[src/rtl/cfg_router.sv]
module cfg_router #(
  parameter int          NUM_BUSES  = 4,
  parameter int          REG_W      = 8,
  parameter int          ROOT_DEPTH = 32,
  parameter logic [31:0] ROOT_ID    = 32'h4C21_1D0B,
  parameter logic [31:0] ROOT_CLASS = 32'h0600_0000,
  localparam int BUS_W = (NUM_BUSES > 1) ? $clog2(NUM_BUSES) : 1,
  localparam int RI_W  = $clog2(ROOT_DEPTH)
) (
  input  logic             clk,
  input  logic             rst_n,
  input  logic             req_valid,
  input  logic             req_write,
  input  logic [BUS_W-1:0] req_bus,
  input  logic [4:0]       req_dev,
  input  logic [2:0]       req_fn,
  input  logic [REG_W-1:0] req_reg,
  input  logic [1:0]       req_offset,
  input  logic [2:0]       req_len,
  input  logic [31:0]      req_wdata,
  input  logic             ecam_en,
  input  logic [63:0]      ecam_base,
  input  logic             pres_we,
  input  logic [BUS_W-1:0] pres_bus,
  input  logic [4:0]       pres_dev,
  input  logic [2:0]       pres_fn,
  input  logic             pres_val,
  input  logic [31:0]      slot_rdata,
  output logic             fwd_rd,
  output logic             fwd_wr,
  output logic             rd_valid,
  output logic [31:0]      rd_data
);
  localparam int NFUNC = NUM_BUSES * 256;
  localparam logic [REG_W:0]   DEPTH_L = (REG_W+1)'(ROOT_DEPTH);
  localparam logic [REG_W-1:0] HDR_IDX = REG_W'(3);
  localparam logic [REG_W-1:0] WLO_IDX = REG_W'(24);
  localparam logic [REG_W-1:0] WHI_IDX = REG_W'(25);

  logic [NFUNC-1:0] pres_q;
  logic [31:0]      rf_q [ROOT_DEPTH];

  logic [BUS_W+7:0] req_idx, row_base, pres_idx;
  logic [7:0]       row;
  logic             is_root, pres_hit, sib_hit, fits, in_range;
  logic [3:0]       len_mask, byte_mask;
  logic [RI_W-1:0]  ri;
  logic             wr_root, rd_req;
  logic [31:0]      root_rd, slot_rd, rd_next;

  assign req_idx  = {req_bus, req_dev, req_fn};
  assign row_base = {req_bus, req_dev, 3'b000};
  assign pres_idx = {pres_bus, pres_dev, pres_fn};
  assign row      = pres_q[row_base +: 8];
  assign pres_hit = pres_q[req_idx];
  assign sib_hit  = |row[7:1];
  assign is_root  = (req_bus == '0) && (req_dev == '0) && (req_fn == '0);
  assign fits     = ({2'b00, req_offset} + {1'b0, req_len}) <= 4'd4;
  assign in_range = {1'b0, req_reg} < DEPTH_L;
  assign ri       = req_reg[RI_W-1:0];
  assign rd_req   = req_valid && !req_write;

  always_comb begin
    case (req_len)
      3'd1:    len_mask = 4'b0001;
      3'd2:    len_mask = 4'b0011;
      3'd3:    len_mask = 4'b0111;
      3'd4:    len_mask = 4'b1111;
      default: len_mask = 4'b0000;
    endcase
  end
  assign byte_mask = fits ? (len_mask << req_offset) : 4'b0000;

  assign wr_root = req_valid && req_write && is_root && fits && in_range && (ri != '0);
  assign fwd_wr  = req_valid && req_write && !is_root && pres_hit && fits;
  assign fwd_rd  = rd_req && !is_root && pres_hit;

  always_comb begin
    if (ecam_en && req_reg == WLO_IDX)      root_rd = ecam_base[31:0] | 32'h1;
    else if (ecam_en && req_reg == WHI_IDX) root_rd = ecam_base[63:32];
    else if (in_range)                      root_rd = rf_q[ri];
    else                                    root_rd = '0;
  end

  always_comb begin
    slot_rd = pres_hit ? slot_rdata : 32'hFFFF_FFFF;
    if (req_reg == HDR_IDX && sib_hit) slot_rd[23] = 1'b1;
  end

  assign rd_next = is_root ? root_rd : slot_rd;

  always_ff @(posedge clk) begin
    if (!rst_n) begin
      pres_q <= '0;
    end else if (pres_we) begin
      pres_q[pres_idx] <= pres_val;
    end
  end

  always_ff @(posedge clk) begin
    if (!rst_n) begin
      for (int i = 0; i < ROOT_DEPTH; i++) rf_q[i] <= '0;
      rf_q[0] <= ROOT_ID;
      rf_q[2] <= ROOT_CLASS;
    end else if (wr_root) begin
      for (int b = 0; b < 4; b++)
        if (byte_mask[b]) rf_q[ri][8*b +: 8] <= req_wdata[8*b +: 8];
    end
  end

  always_ff @(posedge clk) begin
    if (!rst_n) begin
      rd_valid <= 1'b0;
      rd_data  <= '0;
    end else begin
      rd_valid <= rd_req;
      if (rd_req) rd_data <= rd_next;
    end
  end
endmodule

[config.mk]
export PLATFORM = sky130hd
export DESIGN_NAME = cfg_router
export DESIGN_NICKNAME = d
export VERILOG_FILES = /design/src/rtl/cfg_router.sv
export SDC_FILE = /design/constraint.sdc
export NUM_CORES = 2
export LEC_CHECK = 0
export ABC_AREA = 1
export ABC_CLOCK_PERIOD_IN_PS = 9300
export BUFFER_PORTS_ARGS = -buffer_cell sky130_fd_sc_hd__buf_4
export CELL_PAD_IN_SITES_DETAIL_PLACEMENT = 1
export CELL_PAD_IN_SITES_GLOBAL_PLACEMENT = 1
export CORE_MARGIN = 2
export CORE_UTILIZATION = 27
export CTS_BUF_LIST = sky130_fd_sc_hd__clkbuf_8
export DETAILED_ROUTE_END_ITERATION = 10
export PLACE_DENSITY = 0.48
export SLEW_MARGIN = 5
export SYNTH_ARGS = -nofsm -noshare
export SYNTH_HDL_FRONTEND = slang
export SYNTH_SLANG_ARGS = --single-unit
[constraint.sdc]
create_clock -name clk -period 9.3 [get_ports clk]
set_input_delay 0.465 -clock clk [delete_from_list [all_inputs] [get_ports clk]]
set_output_delay 0.465 -clock clk [all_outputs]
set_load 0.05 [all_outputs]
==> impl_metrics.toml <==
[outcome]
outcome = "finished, final reports clean"

[critical_path]
worst_ep_arrival_time_ns = 5.58
crit_fanout = 44
critical_path_required_ns = 8.84
rr_endpoint = "rd_data[2]$_SDFFE_PN0P_"
worstSetupEndpointType = "output port"
rrSetupSlack_ns = 4.77
r2r.worst_path.cells = 18
critical_path.slowest_cell = "sky130_fd_sc_hd__nor2_4"
nature_of_the_critical_path_startpoint = "primary input"
worst-setup-path-type = "primary input to output port"
worst_path_largest_cell_delay_ns = 0.53
crit_family = "buffers and inverters"
cp_num_buf_inv = 8
worst_r2r_startpoint = "pres_q[366]$_SDFFE_PN0P_"
ordered_cell_list_for_the_critical_path = "buf_4 > inv_4 > buf_12 > nor2_4 > inv_2 > buf_4 > nor2_1 > nor2_1 > nand2_1 > nand3_1 > nand3_1 > nand3_1 > nand2_1 > nor2_1 > nor2_1 > nor2_4 > buf_4 > inv_2 > nor3_1 > buf_4"

[global_routing]
grt_pass1_vias = 94800
antenna_found_initial = 19
globalRoute.totalOverflow = 0
wire_length_of_the_first_global_routing_pass_mm = 676
groute.usage.overall_pct = 23.8
maximum_number_of_pins_on_one_net_before_global_route_repair = 186

[place]
place_inst = 16200
portBuffers = 201
hpwlAfterDp_mm = 268
place.gp.congestion = 0.796

[yosys]
synth_simple_gate_area_share_pct = 21.9
synth_area_per_cell_um2 = 8.34
synth_compound_gate_area_share_pct = 20.7
ys.warnings.count = 0
async_reset_ff_share_pct = 0
ys_types = 41
synth.area.mux_share_pct = 0
synth-edff-count = 1024
syn-cell-area_mm2 = 0.101
share_of_synthesized_area_occupied_by_flip_flops_and_latches_pct = 51.5
synthesis.instances = 12100
synth_top_flop_cell = "sky130_fd_sc_hd__dfxtp_1"
synth_fa_ha_area_share_pct = 0.0447
dominant_combinational_cell_family_by_area_after_synthesis = "simple AND/OR/NAND/NOR gates"
synth-xor-area-share_pct = 0.00868
synth-seq-cells = 2081

[route]
routed_wl_mm = 467
route.detailed.drc = 0
route.antenna.remaining_nets = 0
initialDrtViolationCount = 7305
routed_wire_length_per_instance_um = 27.3
routed_via_density = 5.49
drt_first_pass_iters = 5
route.vias.total = 93900

[sta]
timing.setup.tns_ns = 0
clock-skew-final_ns = 0.0895
max-slew-margin-rel_pct = 12.8
final-setup-viol-count = 0
hold_viol_final = 0
unrepaired_setup_endpoints_after_global_routing = "false"
timing.final.crit_period_ns = 6.04
fmaxAchievable_mhz = 166
max_slew.worst_pin.slew_ns = 1.31
period_share_pct = 65.0
drv_slew = 0

[power]
ir_worst_vdd_v = 0.000103
power.switching_w = 0.00586
powerDensity_mw_per_mm2 = 179
p_leak_nw = 38.1
intPower_w = 0.0148
clockPowerShare_pct = 43.1
p_seq_share_pct = 48.0
share_of_total_power_in_combinational_logic_pct = 8.9
switching_share_pct = 28.3

[cells_and_area]
finalNonFillerCells = 17100
final_layout_size_suffix_gt1_share_pct = 9.37
area_growth_syn_to_layout_pct = 14.2
num-nets-final = 12000

[floorplanning]
rows = 224
design.die.area_mm2 = 0.379
start_util_pct = 27.1
floorplan_core_area_mm2 = 0.372
die-height_um = 615
floorplan.io_pins = 203
floorplan.die.width_um = 615

[clock_tree]
clock_latency_ns = 1.13
tritoncts = "yes"
cts.root.buffer_cell = "sky130_fd_sc_hd__clkbuf_8"
cts_num_sinks = 2081
cts-buffers-inserted = 405
htreeDepth = 5
cts_buffer_depth = 4
cts.reportedPaths.clkPinSlew_ns = 0.06

[min_path]
worst_hold_path.num_cells = 4
hold_class = "primary input to register"
timing.hold.worst.start = "req_wdata[8]"
worst_hold_path.endpoint = "rf_q[24][8]$_SDFFCE_PN0P_"

[job]
cap_violations = 0
## per-layer routing
metal,track usage [%],part of all wire (%),up-vias
met1,31.3,45,47800
met2,40.6,48,2247
li1,-,-,43100
met5,0,0.0056,-
met3,2.30,3.8,706
met4,8.11,3.5,4
## final cells by class
cell class	instances	area [µm²]
Antenna cell	10	25.0
Clock buffer	459	6320
Clock inverter	264	1210
Fill cell	43800	257000
Inverter	267	1100
Multi-Input combinational cell	8481	43600
Sequential cell	2081	51900
Tap cell	4972	6220
Timing Repair Buffer	565	4870
## cell usage after synthesis (3+ instances only)
master,instances,area [µm²]
sky130_fd_sc_hd__a21oi_1,1299,6500
sky130_fd_sc_hd__o21bai_1,10,75.1
sky130_fd_sc_hd__nand3_1,1500,7510
sky130_fd_sc_hd__o31ai_1,30,225
sky130_fd_sc_hd__a22oi_1,245,1840
sky130_fd_sc_hd__or2_2,39,244
sky130_fd_sc_hd__nand2_1,2133,8010
sky130_fd_sc_hd__o211ai_1,61,458
sky130_fd_sc_hd__clkinv_1,3,11.3
sky130_fd_sc_hd__nor2_2,14,87.6
sky130_fd_sc_hd__dfxtp_1,1057,21200
sky130_fd_sc_hd__clkbuf_1,1111,4170
sky130_fd_sc_hd__nor2_1,1462,5490
sky130_fd_sc_hd__buf_1,74,278
sky130_fd_sc_hd__nand3b_1,3,22.5
sky130_fd_sc_hd__a31oi_1,158,988
sky130_fd_sc_hd__inv_1,227,852
sky130_fd_sc_hd__nand4_1,35,219
sky130_fd_sc_hd__buf_2,106,531
sky130_fd_sc_hd__a221oi_1,19,166
sky130_fd_sc_hd__nand2_2,12,75.1
sky130_fd_sc_hd__inv_2,37,139
sky130_fd_sc_hd__edfxtp_1,1024,30700
sky130_fd_sc_hd__a311oi_1,1024,8970
sky130_fd_sc_hd__o21ai_0,322,1610
sky130_fd_sc_hd__nor3_1,66,330
## repair_timing
action | CTS | global route
gates resized for setup | 0 | 0
endpoints found under the hold margin | 733 | 0
hold buffers | 127 | 0
buffers inserted | 0 | 0
## logic make-up (layout without fill, tap and decap cells)
logic type | Yosys count | in the layout
compound gates | 3174 | 3174
xor+xnor | 1 | 1
fa+ha+maj | 3 | 3
buf+inv | 1558 | 1555
flops | 2081 | 2081
other cells | 2 | 42
simple gates | 5271 | 5271
## worst min-delay path, delay by kind of cell
| kind | cells | cell delay, ns |
|---|---|---|
| AND/OR/NAND/NOR | 2 | 0.20 |
| buffers and inverters | 2 | 0.39 |
## state kept, by name (all words and copies together), names as in the netlist
register / count
pres_q: 1024
rd_data: 32
rd_valid: 1
rf_q: 1024
## worst max path at each step
stage	startpoint	end	slack (ns)	cells after the start
finish	req_fn[2]	fwd_rd	3.26	20
global route	req_fn[2]	fwd_wr	3.12	20
CTS	req_fn[2]	fwd_rd	3.17	20
detailed placement	req_fn[2]	rf_q[9][13]$_SDFFCE_PN0P_	3.00	16
global placement	req_fn[2]	rf_q[9][3]$_SDFFCE_PN0P_	3.05	16
floorplan	req_fn[0]	fwd_rd	5.47	17
## placed cells by master (no fill, tap or decap), types with 21 or more instances in the layout
cell type                       synthesis  final
sky130_fd_sc_hd__o211ai_1              61     61
sky130_fd_sc_hd__a311oi_1            1024   1024
sky130_fd_sc_hd__nand4_1               35     35
sky130_fd_sc_hd__nor2_4                 1     56
sky130_fd_sc_hd__o21ai_0              322    320
sky130_fd_sc_hd__o31ai_1               30     30
sky130_fd_sc_hd__buf_12                 0     21
sky130_fd_sc_hd__dlygate4sd3_1          0    127
sky130_fd_sc_hd__nand2_1             2133   2124
sky130_fd_sc_hd__or2_2                 39     39
sky130_fd_sc_hd__a21oi_1             1299   1299
sky130_fd_sc_hd__nand3_1             1500   1500
sky130_fd_sc_hd__nand2_2               12     21
sky130_fd_sc_hd__nor2_2                14     25
sky130_fd_sc_hd__buf_4                  0    410
sky130_fd_sc_hd__inv_1                227    382
sky130_fd_sc_hd__a31oi_1              158    158
sky130_fd_sc_hd__dfxtp_1             1057   1057
sky130_fd_sc_hd__clkinv_2               0     32
sky130_fd_sc_hd__conb_1                 2     32
sky130_fd_sc_hd__a22oi_1              245    245
sky130_fd_sc_hd__nor2_1              1462   1396
sky130_fd_sc_hd__clkinv_1               3     56
sky130_fd_sc_hd__edfxtp_1            1024   1024
sky130_fd_sc_hd__nor3_1                66     66
sky130_fd_sc_hd__clkbuf_8               0    459
## power by group through the flow
| stage | sequential [W] | clock (W) | combinational, W |
|---|---|---|---|
| after detailed placement | 0.0101 | 0 | 0.00180 |
| after global placement | 0.0101 | 0 | 0.00179 |
| after CTS | 0.00993 | 0.00918 | 0.00185 |
| final | 0.00993 | 0.00891 | 0.00184 |
| after floorplan | 0.0101 | 0 | 0.000996 |
| after global routing | 0.00995 | 0.00955 | 0.00198 |
## stage by stage
stage	utilization, %	power (W)	setup slack, ns	instance area, µm²	hold WS, ns
6_report	31.0	0.0207	3.26	115000	0.0840
5_1_grt	31.0	0.0215	3.12	115000	0.0617
4_1_cts	31.0	0.0210	3.17	115000	0.000205
3_5_place_dp	28.6	0.0119	3.00	106000	0.458
3_3_place_gp	28.6	0.0119	3.05	106000	0.456
2_1_floorplan	-	0.0111	5.47	101000	0.482
Power figures use the tool's default switching activity.
